<file path="config.mk">
export PLATFORM = sky130hd
export DESIGN_NAME = ctlreg_unit
export DESIGN_NICKNAME = d
export VERILOG_FILES = /design/src/rtl/ctlreg_pkg.sv /design/src/rtl/ctlreg_legal.sv /design/src/rtl/ctlreg_mask.sv /design/src/rtl/ctlreg_unit.sv
export SDC_FILE = /design/constraint.sdc
export NUM_CORES = 1
export LEC_CHECK = 0
export ABC_AREA = 1
export BUFFER_PORTS_ARGS = -buffer_cell sky130_fd_sc_hd__buf_2
export CAP_MARGIN = 20
export CORE_ASPECT_RATIO = 0.8
export CORE_MARGIN = 2
export CORE_UTILIZATION = 30
export CTS_BUF_LIST = sky130_fd_sc_hd__clkbuf_16
export DETAILED_ROUTE_END_ITERATION = 10
export PLACE_DENSITY = 0.45
export SLEW_MARGIN = 20
export SYNTH_ARGS = -nofsm -noshare
export SYNTH_HDL_FRONTEND = slang
export SYNTH_SLANG_ARGS = --single-unit
</file>
<file path="constraint.sdc">
create_clock -name clk -period 2.95 [get_ports clk]
set_clock_uncertainty 0.2 [all_clocks]
set_input_delay 0 -clock clk [delete_from_list [all_inputs] [get_ports clk]]
set_output_delay 0 -clock clk [all_outputs]
set_load 0.05 [all_outputs]
</file>
<file path="src/rtl/ctlreg_pkg.sv">
package ctlreg_pkg;
    localparam int DATA_W  = 32;
    localparam int CODE_W  = 12;
    localparam int VAR_W   = 3;
    localparam int BANK_N  = 9;                 // codes per bank
    localparam int NREG    = 2 * BANK_N;
    localparam int SLOT_W  = $clog2(NREG);

    typedef enum logic [VAR_W-1:0] {
        VAR_0 = 3'd0,
        VAR_1 = 3'd1,
        VAR_2 = 3'd2,
        VAR_3 = 3'd3,
        VAR_4 = 3'd4
    } variant_e;

    localparam logic [DATA_W-1:0] CFG_BITS    = 32'h0000_0043;
    localparam int                CFG_FPU_BIT = 1;

    typedef struct packed {
        logic [NREG-1:0][DATA_W-1:0] regs;
        logic [DATA_W-1:0]           sp_live;
        logic [VAR_W-1:0]            var_sel;
        logic                        rsp_valid;
        logic                        rsp_illegal;
        logic                        rsp_write;
        logic [DATA_W-1:0]           rdata;
        logic                        flush;
        logic                        cache_upd;
        logic                        mmu_upd;
    } state_t;
endpackage

</file>
<file path="src/rtl/ctlreg_legal.sv">
module ctlreg_legal
    import ctlreg_pkg::*;
(
    input  logic [CODE_W-1:0] code_i,
    input  logic [VAR_W-1:0]  var_i,
    output logic              legal_o,
    output logic              hi_o,
    output logic [3:0]        sel_o
);
    logic in_lo, in_hi;
    logic [3:0] sel;

    always_comb begin
        sel   = code_i[3:0];
        in_lo = (code_i[CODE_W-1:4] == 8'h00) && (sel < 4'(BANK_N));
        in_hi = (code_i[CODE_W-1:4] == 8'h80) && (sel < 4'(BANK_N));
        legal_o = 1'b0;
        case (var_i)
            VAR_0: legal_o = (in_lo || in_hi) && (sel <= 4'd1);
            VAR_1,
            VAR_2: legal_o = (in_lo && sel <= 4'd2) || (in_hi && sel <= 4'd4);
            VAR_3: legal_o = (in_lo && sel <= 4'd7) || (in_hi && sel <= 4'd7 && sel != 4'd2);
            VAR_4: legal_o = in_lo || (in_hi && (sel <= 4'd1 || sel >= 4'd6));
            default: legal_o = 1'b0;
        endcase
        hi_o  = code_i[CODE_W-1];
        sel_o = sel;
    end
endmodule

</file>
<file path="src/rtl/ctlreg_mask.sv">
module ctlreg_mask
    import ctlreg_pkg::*;
(
    input  logic              hi_i,
    input  logic [3:0]        sel_i,
    input  logic [VAR_W-1:0]  var_i,
    output logic [DATA_W-1:0] wmask_o,
    output logic [DATA_W-1:0] rmask_o
);
    logic is_v4;

    always_comb begin
        is_v4   = (var_i == VAR_4);
        wmask_o = '1;
        rmask_o = '1;
        if (!hi_i) begin
            case (sel_i)
                4'd0, 4'd1: wmask_o = 32'h0000_0007;
                4'd2: begin
                    case (var_i)
                        VAR_1:   begin wmask_o = 32'h0000_000F; rmask_o = 32'h0000_0003; end
                        VAR_2:   begin wmask_o = 32'h0000_3F1F; rmask_o = 32'h0000_3313; end
                        VAR_3:   begin wmask_o = 32'h8000_8000; rmask_o = 32'h8000_8000; end
                        VAR_4:   begin wmask_o = 32'hF8E0_E000; rmask_o = 32'hF880_E000; end
                        default: begin wmask_o = '0;            rmask_o = '0;            end
                    endcase
                end
                4'd3: wmask_o = is_v4 ? 32'h0000_FFFE : 32'h0000_C000;
                4'd4, 4'd5, 4'd6, 4'd7: wmask_o = 32'hFFFF_E364;
                4'd8: wmask_o = 32'hF000_0000;
                default: wmask_o = '0;
            endcase
        end else begin
            case (sel_i)
                4'd6, 4'd7: wmask_o = is_v4 ? 32'hFFFF_FE00 : 32'hFFFF_FFFF;
                4'd8:       wmask_o = CFG_BITS;
                default:    wmask_o = '1;
            endcase
        end
    end
endmodule

</file>
<file path="src/rtl/ctlreg_unit.sv">
module ctlreg_unit
    import ctlreg_pkg::*;
(
    input  logic              clk,
    input  logic              rst_n,
    input  logic [2:0]        variant_i,
    input  logic              fpu_present_i,
    input  logic              mode_m_i,
    input  logic              req_valid_i,
    input  logic              req_write_i,
    input  logic [11:0]       req_code_i,
    input  logic [31:0]       req_wdata_i,
    input  logic              sp_set_i,
    input  logic [31:0]       sp_set_val_i,
    output logic              rsp_valid_o,
    output logic              rsp_illegal_o,
    output logic              rsp_write_o,
    output logic [31:0]       rsp_rdata_o,
    output logic [31:0]       sp_live_o,
    output logic              icache_flush_o,
    output logic              cache_upd_o,
    output logic              mmu_upd_o
);
    state_t state_d, state_q;

    logic              legal;
    logic              hi;
    logic [3:0]        sel;
    logic [DATA_W-1:0] wmask, rmask;
    logic [SLOT_W-1:0] slot;
    logic              is_msp, is_isp, is_cfg;
    logic [DATA_W-1:0] newval;

    ctlreg_legal u_legal (
        .code_i  (req_code_i),
        .var_i   (state_q.var_sel),
        .legal_o (legal),
        .hi_o    (hi),
        .sel_o   (sel)
    );

    ctlreg_mask u_mask (
        .hi_i    (hi),
        .sel_i   (sel),
        .var_i   (state_q.var_sel),
        .wmask_o (wmask),
        .rmask_o (rmask)
    );

    always_comb begin
        state_d             = state_q;
        state_d.rsp_valid   = req_valid_i;
        state_d.rsp_write   = req_valid_i & req_write_i;
        state_d.rsp_illegal = 1'b0;
        state_d.rdata       = '0;
        state_d.flush       = 1'b0;
        state_d.cache_upd   = 1'b0;
        state_d.mmu_upd     = 1'b0;

        slot   = hi ? SLOT_W'(BANK_N + int'(sel)) : SLOT_W'(sel);
        is_msp = hi && (sel == 4'd3);
        is_isp = hi && (sel == 4'd4);
        is_cfg = hi && (sel == 4'd8);
        newval = req_wdata_i & wmask;

        if (!req_valid_i)
            state_d.var_sel = variant_i;
        if (sp_set_i)
            state_d.sp_live = sp_set_val_i;

        if (req_valid_i) begin
            if (!legal) begin
                state_d.rsp_illegal = 1'b1;
            end else if (req_write_i) begin
                if (is_cfg) begin
                    newval = (state_q.regs[slot] & ~CFG_BITS) | (req_wdata_i & CFG_BITS);
                    if (!fpu_present_i)
                        newval[CFG_FPU_BIT] = 1'b1;
                    state_d.flush = newval[CFG_FPU_BIT] ^ state_q.regs[slot][CFG_FPU_BIT];
                end
                state_d.regs[slot] = newval;
                if ((is_msp && mode_m_i) || (is_isp && !mode_m_i))
                    state_d.sp_live = req_wdata_i;
                state_d.cache_upd = !hi && (sel == 4'd2);
                state_d.mmu_upd   = !hi && (sel >= 4'd3) && (sel <= 4'd7);
            end else begin
                if ((is_msp && mode_m_i) || (is_isp && !mode_m_i))
                    state_d.rdata = state_q.sp_live;
                else
                    state_d.rdata = state_q.regs[slot] & rmask;
            end
        end
    end

    always_ff @(posedge clk) begin
        if (!rst_n)
            state_q <= '0;
        else
            state_q <= state_d;
    end

    assign rsp_valid_o    = state_q.rsp_valid;
    assign rsp_illegal_o  = state_q.rsp_illegal;
    assign rsp_write_o    = state_q.rsp_write;
    assign rsp_rdata_o    = state_q.rdata;
    assign sp_live_o      = state_q.sp_live;
    assign icache_flush_o = state_q.flush;
    assign cache_upd_o    = state_q.cache_upd;
    assign mmu_upd_o      = state_q.mmu_upd;

    assert_rsp_follows_req_R1: assert property (@(posedge clk) disable iff (!rst_n)
        req_valid_i |=> rsp_valid_o);
    assert_no_rsp_without_req_R1: assert property (@(posedge clk) disable iff (!rst_n)
        !req_valid_i |=> !rsp_valid_o);
    assert_illegal_is_response_R2: assert property (@(posedge clk) disable iff (!rst_n)
        rsp_illegal_o |-> rsp_valid_o);
    assert_illegal_keeps_state_R3: assert property (@(posedge clk) disable iff (!rst_n)
        (rsp_illegal_o && !$past(sp_set_i)) |-> ($stable(sp_live_o) && $stable(state_q.regs)));
    assert_strobe_on_legal_write_R11: assert property (@(posedge clk) disable iff (!rst_n)
        (icache_flush_o || cache_upd_o || mmu_upd_o) |-> (rsp_valid_o && rsp_write_o && !rsp_illegal_o));
    assert_strobes_exclusive_R11: assert property (@(posedge clk) disable iff (!rst_n)
        $onehot0({icache_flush_o, cache_upd_o, mmu_upd_o}));
    assert_variant_held_R12: assert property (@(posedge clk) disable iff (!rst_n)
        req_valid_i |=> $stable(state_q.var_sel));
endmodule

</file>
# Yosys cells after proc, flatten, opt, wreduce, memory -nomap -nowiden

Cells that the tools add are included.

Bits in registers: 649
Latch bits: 0
RAM bits: 0
Memory bits (read-only): 0
Input port bits: 86
Output and inout port bits: 70
Logic and storage cells: 129
Memories: 0

$add $sub $neg: 1
Multipliers: 0
Divide/modulo/power cells: 0
Magnitude comparators: 9
Equality and inequality tests: 14
Shifts and indexed selects: 0
Mux-type cells: 32
Bitwise gates (word level): 8
Reduce and logical (&&, ||, !) cells: 38

Operators with widths:

| operator                                                              | count |
|---|---|
| 576-bit bitwise mux                                                   | 1 |
| 32-bit 2-to-1 mux                                                     | 15 |
| 32-bit case mux with 4 select lines                                   | 2 |
| 32-bit binary-select mux with 5-bit select                            | 1 |
| 32-bit demux with 5-bit select                                        | 1 |
| 32-bit case mux with 5 select lines                                   | 1 |
| 32-bit AND                                                            | 2 |
| 32-bit case mux with 2 select lines                                   | 1 |
| 32-bit by 7-bit bitwise OR with 32-bit output                         | 1 |
| 1-bit logical AND                                                     | 18 |
| 4-bit by 3-bit equality test with 1-bit output, second input constant | 4 |
| 14-bit 2-to-1 mux                                                     | 1 |
| 9-bit 2-to-1 mux                                                      | 1 |
| 4-bit by 2-bit equality test with 1-bit output, second input constant | 2 |
| 8-bit equality test, second input constant                            | 1 |
| 4-bit by 3-bit <= comparator with 1-bit output, second input constant | 2 |
| 8-bit zero test                                                       | 1 |
| 4-bit OR reduction                                                    | 2 |
| 3-bit by 2-bit equality test with 1-bit output, second input constant | 2 |
| 1-bit logical OR                                                      | 6 |
| 5-bit by 6-bit < comparator with 1-bit output, second input constant  | 1 |
| 1-bit 2-to-1 mux                                                      | 6 |
| 2-bit OR reduction                                                    | 3 |
| 4-bit by 4-bit adder with 5-bit output, first input constant          | 1 |
| other kinds (23)                                                      | 26 |

# Longest topological paths before layout

Gate-level depths: netlist (run 1).

Depth after elaboration: 15
Gate-level depth with buffers: 18
Depth with buffers taken out: 16

# Hierarchy

Synthesis (run 1) repeated with hierarchy kept, for this count alone.

Cell total of the unflattened synthesis: 5750
Area total of the unflattened synthesis: 35386.4 um^2

By module, submodules not included:

| module       | times used | cells an instance | area an instance (um^2) |
|---|---|---|---|
| ctlreg_unit  | 1          | 5571              | 34463.1 |
| ctlreg_mask  | 1          | 124               | 675.6 |
| ctlreg_legal | 1          | 55                | 247.7 |

# Worst setup path before layout (run 1)

OpenSTA, ideal clock, no wires.

Path type: flip-flop to flip-flop
Start: register state_q[38] (netlist name)
End: register state_q[266] (netlist name)
Setup time: 0.064 ns
Arrival: 1.816 ns
Path slack: 0.870 ns
Stages on the path, launching flop included: 13
Cell sequence: dfxtp_1 nor2_1 inv_1 nor2_1 inv_1 nor2_1 inv_1 nand2_1 nand3_1 o21ai_1 clkbuf_1 nor2_1 nor2_1

Cells in the longest elaborated chain, start to end: 10

Ends and longest elaborated chain:

| item                                                                                              | line                                                     | source |
|---|---|---|
| start: declaration                                                                                | ctlreg_unit.sv:24                                        | `state_t state_d, state_q;` |
| start signal: assignment                                                                          | ctlreg_unit.sv:99                                        | `state_q <= state_d;` |
| 3-bit equality test (tied with other cells)                                                       | ctlreg_legal.sv:18, ctlreg_mask.sv:13, ctlreg_mask.sv:20 |  |
| 32-bit case mux with 4 select lines (tied with other cells)                                       | ctlreg_mask.sv:20                                        | `case (var_i)` |
| 32-bit case mux with 5 select lines / 32-bit case mux with 2 select lines (equally long branches) | ctlreg_mask.sv:17, ctlreg_mask.sv:34                     |  |
| 32-bit 2-to-1 mux                                                                                 | ctlreg_mask.sv:16                                        | `if (!hi_i) begin` |
| 32-bit AND                                                                                        | ctlreg_unit.sv:64                                        | `newval = req_wdata_i & wmask;` |
| 32-bit 2-to-1 mux                                                                                 | ctlreg_unit.sv:75                                        | `if (is_cfg) begin` |
| 32-bit 2-to-1 mux                                                                                 | ctlreg_unit.sv:74                                        | `end else if (req_write_i) begin` |
| 32-bit 2-to-1 mux                                                                                 | ctlreg_unit.sv:72                                        | `if (!legal) begin` |
| 32-bit 2-to-1 mux                                                                                 | ctlreg_unit.sv:71                                        | `if (req_valid_i) begin` |
| 576-bit bitwise mux                                                                               | ctlreg_unit.sv:81                                        | `state_d.regs[slot] = newval;` |

Parallel ways exist; a longest one is shown, timed or not. The select of a mux whose other input is x is not followed.
A chain may end at the register's enable or synchronous reset.

# Worst setup path after layout (run 1)

Start: input req_code_i[1]
End: register state_q, in the netlist sp_live_o[2]

Cells in the longest elaborated chain, start to end: 8

Ends and longest elaborated chain:

| item                                                                           | line                                                     | source |
|---|---|---|
| start: declaration                                                             | ctlreg_unit.sv:11                                        | `input logic [11:0] req_code_i,` |
| 4-bit < comparator (tied with other cells)                                     | ctlreg_legal.sv:15, ctlreg_legal.sv:16                   |  |
| 1-bit logical AND (on tied branches)                                           | ctlreg_legal.sv:16, ctlreg_unit.sv:61, ctlreg_unit.sv:62 |  |
| 1-bit logical AND (on tied branches)                                           | ctlreg_legal.sv:22, ctlreg_unit.sv:82                    |  |
| 1-bit logical AND / 1-bit logical OR (equally long branches)                   | ctlreg_legal.sv:22, ctlreg_unit.sv:82                    |  |
| 1-bit logical OR / 32-bit 2-to-1 mux (equally long branches)                   | ctlreg_legal.sv:22, ctlreg_unit.sv:82                    |  |
| 1-bit case mux with 4 select lines / 32-bit 2-to-1 mux (equally long branches) | ctlreg_legal.sv:18, ctlreg_unit.sv:74                    |  |
| 32-bit 2-to-1 mux *                                                            | ctlreg_unit.sv:72                                        |  |
| 32-bit 2-to-1 mux *                                                            | ctlreg_unit.sv:71                                        |  |

Mark *: on every way between the ends. The rest lies on a longest branch, timed or not.

==> flow_metrics.tcl, run 1 <==
set metrics [dict create \
    grt_pass1_wl_um 203000 \
    combPwrFrac_pct 10.2 \
    placeableCoreArea_mm2 0.110 \
    min_period_ps 2870 \
    synthArstFlopShare_pct 0 \
    min_path_cells 4 \
    synthMuxAreaShare_pct 1.09 \
    path_clk_slew_ps 60 \
    cts_buffers 74 \
    syn_avg_cell_area_um2 6.09 \
    cts.sinks 649 \
    yosys_warnings 0 \
    firstDrtPassIters 6 \
    internal_power_uw 14600 \
    synth_edf_count 0 \
    critPathMaxFanout 16 \
    p_seq_share_pct 43.4 \
    critical_path.endpoint "sp_live_o[2]$_SDFF_PN0_" \
    synth_top_family_by_area "simple AND/OR/NAND/NOR gates" \
    chipHeight_um 301 \
    gr-total-overflow 0 \
    p_per_area_mw_per_mm2 510 \
    place.gp.congestion 0.867 \
    drt-initial-drc-count 2926 \
    tightest_slew_ps 901 \
    grt_pass1_vias 30300 \
    synth-seq-area-share_pct 39.2 \
    ys_types 39 \
    slew_headroom_pct 39.8 \
    arrival_ps 3290 \
    clock.fmax_ghz 0.349 \
    synth_fp_nets 5533 \
    final_cell_mix "nand2_1 (2,131), nor2_1 (857), inv_1 (705)" \
    grt_antenna_before_repair 0 \
    irDropWorstVdd_mv 0.366 \
    htreeDepth 3 \
    syn2layout_area_growth_pct 20.2 \
    fin_util_pct 36.2 \
    track_usage_pct 23.9 \
    r2r_setup_slack_ps 150 \
    reg2reg_depth 14 \
    ys_ff_latch 649 \
    setup_viol 0 \
    wl_per_cell_um 19.3 \
    vias 33000 \
    initial_core_util_pct 30.1 \
    leakage_uw 0.0209 \
    synthCells 5444 \
    grt_start_max_net_pins 102 \
    setup_ws_ps 84.0 \
    worstSetupStartpoint "req_code_i[1]" \
    hold_violations 0 \
    outcome "finished, final reports clean" \
    cts_tree "done" \
    holdCritPathClass "primary input to register" \
    synth-xor-area-share_pct 0 \
    drc 0 \
    maxCapViolations 0 \
    ios 156 \
    syn-cell-area_mm2 0.0331 \
    worstPathRequired_ps 3380 \
    p_sw_uw 5660 \
    r2r_start "state_q[38]$_SDFFE_PN0N_" \
    rows 109 \
    slew_viol_final 0 \
    p_sw_share_pct 27.9 \
    antenna_left 0 \
    tns_ps 0 \
    clkPwrFrac_pct 46.4 \
    timing.rr.end "sp_live_o[6]$_SDFF_PN0_" \
    die_area_mm2 0.113 \
    final_common_cell "nand2_1" \
    routed_via_density 4.60 \
    cp-start-kind "primary input" \
    finalCritPeriodShare_pct 97.2 \
    nNetsFinal 5758 \
    clock_path_buffers 3 \
    path_class "primary input to register" \
    antenna_cells 0 \
    port_buffers 155 \
    place_ws_ps -13.9 \
    synthAdderAreaFrac_pct 0.113 \
    drt_wl_total_um 138000 \
    synth_ff_type "dfxtp_1" \
    fillers 12100 \
    fp.dieW_um 376 \
    synthSimpleGateAreaFrac_pct 39.1 \
    hpwl_um 92200 \
    crit_path_end_kind "register" \
    drive_above_1_share_pct 10.8 \
    clock_latency_ps 690 \
    synth_compound_area_share_pct 6.34 \
    clock_tree.root_cell "clkbuf_16" \
]
==> final cells by class <==
cell class                 count  area [um2]  share of cell area (%)
clock buffer                  74        1850                    4.65
clock inverter                58         515                    1.29
inverter                     710        2670                    6.70
multi-input combinational   3711       15500                    39.0
sequential                   649       13000                    32.6
tap                         1443        1810                    4.53
timing repair buffer         523        4480                    11.2
==> cell families (layout without fill, tap and decap cells) <==
group / Yosys count / after routing
DFF: 649 / 649
buffers and inverters: 1084 / 1365
muxes: 32 / 32
adders and majority gates: 3 / 3
AOI/OAI and AO/OA: 402 / 402
and+or+nand+nor: 3274 / 3274
==> registers in the layout, summed over array words and instances (netlist names) <==
name            count
icache_flush_o      1
rsp_rdata_o        32
rsp_valid_o         1
sp_live_o          32
rsp_illegal_o       1
cache_upd_o         1
mmu_upd_o           1
state_q           579
rsp_write_o         1
==> synthesized netlist by cell type, drive strengths merged, types with 4 or more instances <==
cell    count  area, um2
nor2      869       3330
clkbuf    106        398
o21a        6       45.0
buf       268       1630
a22oi       4       30.0
nand2    2159       8170
mux2       32        360
a21oi     193        966
nand3     204       1040
dfxtp     649      13000
inv       707       2650
nor3        4       20.0
nand4      37        397
o21ai     188        967
==> routing by layer <==
metal  track usage [%]  vias up  share of wire [%]
met3              3.24      171                5.3
li1                  -    16600                  -
met5                 0        -                  0
met2              37.4      836                 44
met1              34.5    15400                 49
met4              5.74        0                2.2
==> critical path, cell delays in order <==
cell and delay, ps:
dlygate4sd3_1 560, buf_2 170, inv_2 60, buf_4 140, ha_1 150, inv_1 40, nand2_1 90, nand2_2 80
nand2_1 90, nand3_1 80, nand2_1 80, nand2_1 90, nand3_4 150, buf_12 120, nand2_2 70, nor2_4 250
buf_12 140, clkbuf_16 170, o21ai_0 80, nor2_1 120, dlygate4sd3_1 560
==> worst min path at each step <==
stage,startpoint,endpoint,slack (ps)
after floorplan,req_valid_i,state_q[38]$_SDFFE_PN0N_,-110
after global placement,req_wdata_i[31],sp_live_o[31]$_SDFF_PN0_,60
after detailed placement,req_wdata_i[31],sp_live_o[31]$_SDFF_PN0_,60
after CTS,req_valid_i,rsp_illegal_o$_SDFF_PN0_,2
after global routing,req_valid_i,rsp_illegal_o$_SDFF_PN0_,40
final,req_valid_i,rsp_illegal_o$_SDFF_PN0_,30
==> what timing repair did <==
| action | CTS | global route |
|---|---|---|
| hold buffers | 124 | 0 |
| resized for setup | 0 | 18 |
| setup buffers | 0 | 5 |
| endpoints found under the hold margin | 630 | 0 |
| setup endpoints to repair | 0 | 65 |
==> metrics by stage <==
stage / cells / cell area, um2 / total power [uW] / hold WS (ps)
after detailed placement: 6905 / 36100 / 10900 / 61.1
after global routing: 7168 / 39800 / 20900 / 41.2
after global placement: 6905 / 36100 / 10900 / 55.5
after CTS: 7161 / 39700 / 20500 / 2.47
after floorplan: 5444 / 33100 / 10000 / -110
final: 7168 / 39800 / 20300 / 30.2
==> power groups by stage <==
stage | sequential (uW) | combinational, uW | clock (uW)
after detailed placement | 9010 | 1910 | 0
after global placement | 9010 | 1910 | 0
final | 8820 | 2070 | 9410
after global routing | 8820 | 2160 | 9940
after floorplan | 9010 | 1010 | 0
after CTS | 8820 | 2040 | 9620
Note: power is estimated with default switching activity, not from simulation.
==> inputs of run 2 (changes only) <==
--- a/config.mk
+++ b/config.mk
@@ -13,7 +13,7 @@
 export CORE_UTILIZATION = 30
 export CTS_BUF_LIST = sky130_fd_sc_hd__clkbuf_16
 export DETAILED_ROUTE_END_ITERATION = 10
-export PLACE_DENSITY = 0.45
+export PLACE_DENSITY_LB_ADDON = 0.12
 export SLEW_MARGIN = 20
 export SYNTH_ARGS = -nofsm -noshare
 export SYNTH_HDL_FRONTEND = slang
==> flow_metrics.tcl, run 2 (synthesized netlist as in run 1, its figures left out) <==
set metrics [dict create \
    slew_viol_final 0 \
    finalNonFillerCells 7183 \
    crit_chain "nor2_2 -> inv_1 -> a21oi_1 -> nand2_1 -> nand3_4 -> buf_12 -> nand2_1 -> nor2_4 -> inv_6 -> buf_12 -> nor2_1 -> nor2_1 -> dlygate4sd3_1" \
    path_buf_inv 5 \
    clock.fmax_ghz 0.350 \
    min_period_ps 2850 \
    drt-initial-drc-count 2913 \
    cp-start-kind "register" \
    leakage_uw 0.0210 \
    total_power_uw 19700 \
    port_buffers 155 \
    grt_pass1_wl_um 203000 \
    clock_path_buffers 3 \
    hold-worst-slack_ps 54.1 \
    final_cell_mix "nand2_1 (2,132), nor2_1 (854), inv_1 (713)" \
    firstDrtPassIters 8 \
    antenna_cells 0 \
    critPathMaxFanout 18 \
    routed_via_density 4.56 \
    track_usage_pct 24.2 \
    vias 32800 \
    tightest_slew_ps 1110 \
    drc 0 \
    largest_reg_flops 579 \
    path_class "register to register" \
    nNetsFinal 5778 \
    cp_num_cells 13 \
    cpMaxStageDelayCell "dlygate4sd3_1" \
    hold_violations 0 \
    initial_core_util_pct 30.1 \
    tns_ps 0 \
    hpwl_um 93400 \
    gr-total-overflow 0 \
    finalCritPeriodShare_pct 96.7 \
    fillers 12100 \
    place.gp.congestion 0.878 \
    drt_wl_total_um 139000 \
    cts_buffers 73 \
    grt_start_max_net_pins 115 \
    reg2reg_depth 13 \
    outcome "finished, final reports clean" \
    cts.sinks 649 \
    slew_headroom_pct 26.0 \
    worstPathRequired_ps 3300 \
    rows 109 \
    clock_latency_ps 650 \
    crit_path_end_kind "register" \
    ios 156 \
    placed_cells 6924 \
    antenna_left 0 \
    grt_antenna_before_repair 0 \
    min_path_cells 4 \
    syn2layout_area_growth_pct 21.0 \
    wl_per_cell_um 19.4 \
    maxCapViolations 0 \
    htreeDepth 3 \
    setup_viol 0 \
    arrival_ps 3200 \
    chipHeight_um 301 \
    holdCritPathClass "primary input to register" \
    clock_tree.root_cell "clkbuf_16" \
    p_per_area_mw_per_mm2 491 \
    placeableCoreArea_mm2 0.110 \
    path_clk_slew_ps 60 \
    grt_pass1_vias 30300 \
    irDropWorstVdd_mv 0.387 \
    cts_tree "done" \
    drive_above_1_share_pct 10.9 \
    final_common_cell "nand2_1" \
    regMostFlops "state_q" \
    fp.dieW_um 376 \
    crit_path_max_incr_delay_ps 550 \
    die_area_mm2 0.113 \
    cp_top_family "buffers and inverters" \
]
[run 2: cell types whose count changed in the layout (fill, tap and decap cells not counted), moves of 5 or more]
cell / change
buf_4: -7
bufinv_16: -6
clkinv_2: -5
buf_12: +23
inv_1: +8
dlygate4sd3_1: +7
[run 2: per-layer routing]
metal / share of wire, % / wire length (um) / GRT usage (%)
met2: 43 / 59800 / 37.3
met3: 6.3 / 8840 / 4.44
met5: 0 / 0 / 0
met4: 2.9 / 4090 / 6.90
met1: 48 / 66800 / 34.4
[run 2: metrics by stage]
stage                     cell area [um2]  setup slack [ps]  util (%)
after CTS                           40000              75.7      36.4
final                               40100              96.7      36.4
after floorplan                     33100               870         -
after global placement              36500             -66.8      33.2
after detailed placement            36500             -73.4      33.2
after global routing                40100             -9.75      36.4
[run 2: what timing repair did]
action,CTS,global route
hold buffers,131,0
pin swaps,0,1
endpoints found under the hold margin,620,0
setup buffers,1,0
endpoints found under the setup margin,2,52
gates resized for setup,0,16
gates cloned,0,1
[run 2: area by class of cell]
cell class / instances / area [um2] / area share (%)
clock buffers: 77 / 1930 / 4.81
clock inverters: 49 / 238 / 0.593
inverters: 710 / 2670 / 6.66
multi-input cells: 3711 / 15500 / 38.8
flip-flops and latches: 649 / 13000 / 32.4
well taps: 1443 / 1810 / 4.50
repair buffers: 544 / 4920 / 12.3
[run 2: power by group]
part | switching (uW) | internal [uW] | total, uW
Sequential | 25.4 | 8790 | 8820
Clock | 3980 | 4770 | 8750
Combinational | 1470 | 653 | 2120
[run 2: final timing paths]
kind / startpoint / end / slack, ps
min: sp_set_i / sp_live_o[21]$_SDFF_PN0_ / 50
max reg2reg: state_q[38]$_SDFFE_PN0N_ / sp_live_o[8]$_SDFF_PN0_ / 100
max: state_q[38]$_SDFFE_PN0N_ / sp_live_o[8]$_SDFF_PN0_ / 100
min reg2reg: state_q[645]$_SDFFE_PN0P_ / state_q[645]$_SDFFE_PN0P_ / 230
[run 2: worst min-delay path: stages]
cell and delay, ps:
buf_2 380, mux2_2 330, o21ai_0 70, nor2_1 80
==> inputs of run 3 (changes only) <==
--- a/config.mk
+++ b/config.mk
@@ -5,7 +5,6 @@
 export SDC_FILE = /design/constraint.sdc
 export NUM_CORES = 1
 export LEC_CHECK = 0
-export ABC_AREA = 1
 export BUFFER_PORTS_ARGS = -buffer_cell sky130_fd_sc_hd__buf_2
 export CAP_MARGIN = 20
 export CORE_ASPECT_RATIO = 0.8
==> flow_metrics.tcl, run 3 <==
set metrics [dict create \
    htreeDepth 3 \
    p_sw_share_pct 25.9 \
    holdCritPathClass "primary input to register" \
    leakage_uw 0.0125 \
    hpwl_um 68000 \
    synth-xor-area-share_pct 0.338 \
    final_cell_mix "dfxtp_1 (649), nor2_1 (419), a211oi_1 (316)" \
    syn-cell-area_mm2 0.0278 \
    regArea_mm2 0.0130 \
    drt-initial-drc-count 1917 \
    finalCritPeriodShare_pct 96.0 \
    die_area_mm2 0.0951 \
    total_power_uw 19200 \
    yosys.area.top_type "dfxtp_1" \
    syn_avg_cell_area_um2 9.50 \
    regMostFlops "state_q" \
    synth_fp_nets 3016 \
    arrival_ps 3200 \
    clock_latency_ps 640 \
    track_usage_pct 20.8 \
    maxCapViolations 0 \
    final_common_cell "dfxtp_1" \
    ys_types 75 \
    syn2layout_area_growth_pct 23.7 \
    drt_wl_total_um 101000 \
    antenna_left 0 \
    clock_path_buffers 3 \
    ios 156 \
    synth_area_leaders "dfxtp_1 (47%), a211oi_1 (8.5%), mux4_2 (8.3%)" \
    routed_via_density 5.26 \
    clock.fmax_ghz 0.353 \
    fin_util_pct 37.6 \
    p_sw_uw 4970 \
    vias 23200 \
    synth_top_family_by_area "compound AO/OA/AOI/OAI gates" \
    crit_chain "mux4_2 -> nor2_1 -> a311o_1 -> nand4_1 -> xnor2_1 -> nor3_1 -> dlygate4sd3_1" \
    synthCells 2927 \
    p_seq_share_pct 46.0 \
    crit_path_end_kind "register" \
    slew_headroom_pct 32.8 \
    path_clk_slew_ps 50 \
    critPathMaxFanout 2 \
    drc 0 \
    outcome "finished, final reports clean" \
    synthMuxAreaShare_pct 14.1 \
    ys_top_cells_by_count "dfxtp_1 (649), nor2_1 (421), a211oi_1 (316)" \
    yosysMostFrequentCell "dfxtp_1" \
    clkPwrFrac_pct 44.5 \
    rows 99 \
    synthArstFlopShare_pct 0 \
    cpMaxStageDelayCell "dlygate4sd3_1" \
    synth_compound_area_share_pct 17.3 \
    fp.dieW_um 344 \
    wl_per_cell_um 23.0 \
    cp-start-kind "register" \
    chipHeight_um 276 \
    placeableCoreArea_mm2 0.0915 \
    synth-seq-area-share_pct 46.7 \
    ys_ff_latch 649 \
    grt_antenna_before_repair 4 \
    hold_violations 0 \
    synthSimpleGateAreaFrac_pct 15.1 \
    synth_ff_type "dfxtp_1" \
    cts.sinks 649 \
    place_ws_ps -78.3 \
    path_class "register to register" \
    multi_input_area_mm2 0.0132 \
    setup_ws_ps 119 \
    worstPathRequired_ps 3320 \
    fillers 8985 \
    min_period_ps 2830 \
    tightest_slew_ps 1010 \
    clock_tree.root_cell "clkbuf_16" \
    internal_power_uw 14200 \
    combPwrFrac_pct 9.5 \
    rsz0062_at_grt "false" \
    cts_tree "done" \
    grt_pass1_wl_um 150000 \
    initial_core_util_pct 30.4 \
    cts_buffers 75 \
    nNetsFinal 3230 \
    setup_viol 0 \
    synth_edf_count 0 \
    p_per_area_mw_per_mm2 558 \
    yosys_warnings 0 \
    synth_top_area_share_pct 46.7 \
    port_buffers 155 \
    largest_reg_flops 579 \
    slew_viol_final 0 \
    gr-total-overflow 0 \
    place.gp.congestion 0.859 \
    firstDrtPassIters 8 \
    irDropWorstVdd_mv 0.408 \
    synthAdderAreaFrac_pct 0.135 \
    grt_start_max_net_pins 179 \
    drive_above_1_share_pct 19.7 \
    crit_path_max_incr_delay_ps 560 \
    grt_pass1_vias 22600 \
]
-- run 3: cell count changes after synthesis, moves of 95 or more --
| cell | change |
|---|---|
| a21oi_1 | -95 |
| mux4_2 | +103 |
| a211oi_1 | +316 |
| nand2_1 | -1870 |
| inv_1 | -679 |
| nor2_1 | -438 |
| mux2i_1 | +157 |
| nand3_1 | -152 |
-- run 3: area by class of cell --
class / instances / share of cell area, %
clock inverter: 55 / 0.884
tap: 1212 / 4.41
inverter: 11 / 0.142
antenna: 1 / 0.00727
timing repair buffer: 489 / 12.8
multi-input combinational: 1915 / 38.5
sequential: 649 / 37.8
clock buffer: 76 / 5.53
-- run 3: per-layer routing --
metal	up-vias	global-route usage (%)	wire length, um
met5	-	0	0
met4	0	4.57	2100
met3	146	3.35	5790
met2	767	30.9	42600
met1	11400	31.4	51000
li1	10900	-	-
-- run 3: repair_timing --
action,in CTS,in global routing
hold buffers,115,0
setup endpoints to repair,0,85
setup buffers,0,1
hold endpoints to repair,591,0
resized for setup,0,5
-- run 3: final timing paths --
| kind | slack, ps | start | cells past startpoint | to |
|---|---|---|---|---|
| hold reg to reg | 250 | state_q[514]$_SDFFE_PN0P_ | 2 | state_q[514]$_SDFFE_PN0P_ |
| hold / removal | 30 | req_wdata_i[16] | 4 | sp_live_o[16]$_SDFF_PN0_ |
| setup reg to reg | 120 | state_q[330]$_SDFFE_PN0P_ | 7 | icache_flush_o$_SDFF_PN0_ |
| setup / recovery | 120 | state_q[330]$_SDFFE_PN0P_ | 7 | icache_flush_o$_SDFF_PN0_ |
-- run 3: worst max-delay path: cells and delay by family (launching register included) --
family	cells	cell delay, ps
and+or+nand+nor	3	760
buffers and inverters	1	560
muxes	1	500
DFF	1	310
AOI/OAI and AO/OA	1	230
xor gates and xnor gates	1	220
-- run 3: logic make-up (layout without fill, tap and decap cells) --
family | after synthesis | after routing
multiplexers | 262 | 262
AO/OA/AOI/OAI | 693 | 693
flip-flops | 649 | 649
other | 0 | 1
buffers and inverters | 363 | 631
adder cells (fa/ha/maj) | 3 | 3
AND/OR/NAND/NOR | 948 | 948
XOR/XNOR | 9 | 9
-- run 3: metrics by stage --
step                      instances  cell area, um2  hold slack [ps]  setup TNS, ps
after floorplan                2927           27800            -56.1              0
after global placement         4159           31000             33.0           -322
after detailed placement       4159           31000             48.7           -636
after CTS                      4405           34400             1.25              0
after global routing           4407           34400             27.5              0
final                          4408           34400             34.8              0
-- run 3: power groups by stage --
| stage | combinational, uW | clock, uW | sequential, uW |
|---|---|---|---|
| after floorplan | 935 | 0 | 9010 |
| after global placement | 1670 | 0 | 9020 |
| after detailed placement | 1670 | 0 | 9020 |
| after CTS | 1820 | 8800 | 8820 |
| after global routing | 1920 | 9130 | 8820 |
| final | 1820 | 8550 | 8830 |
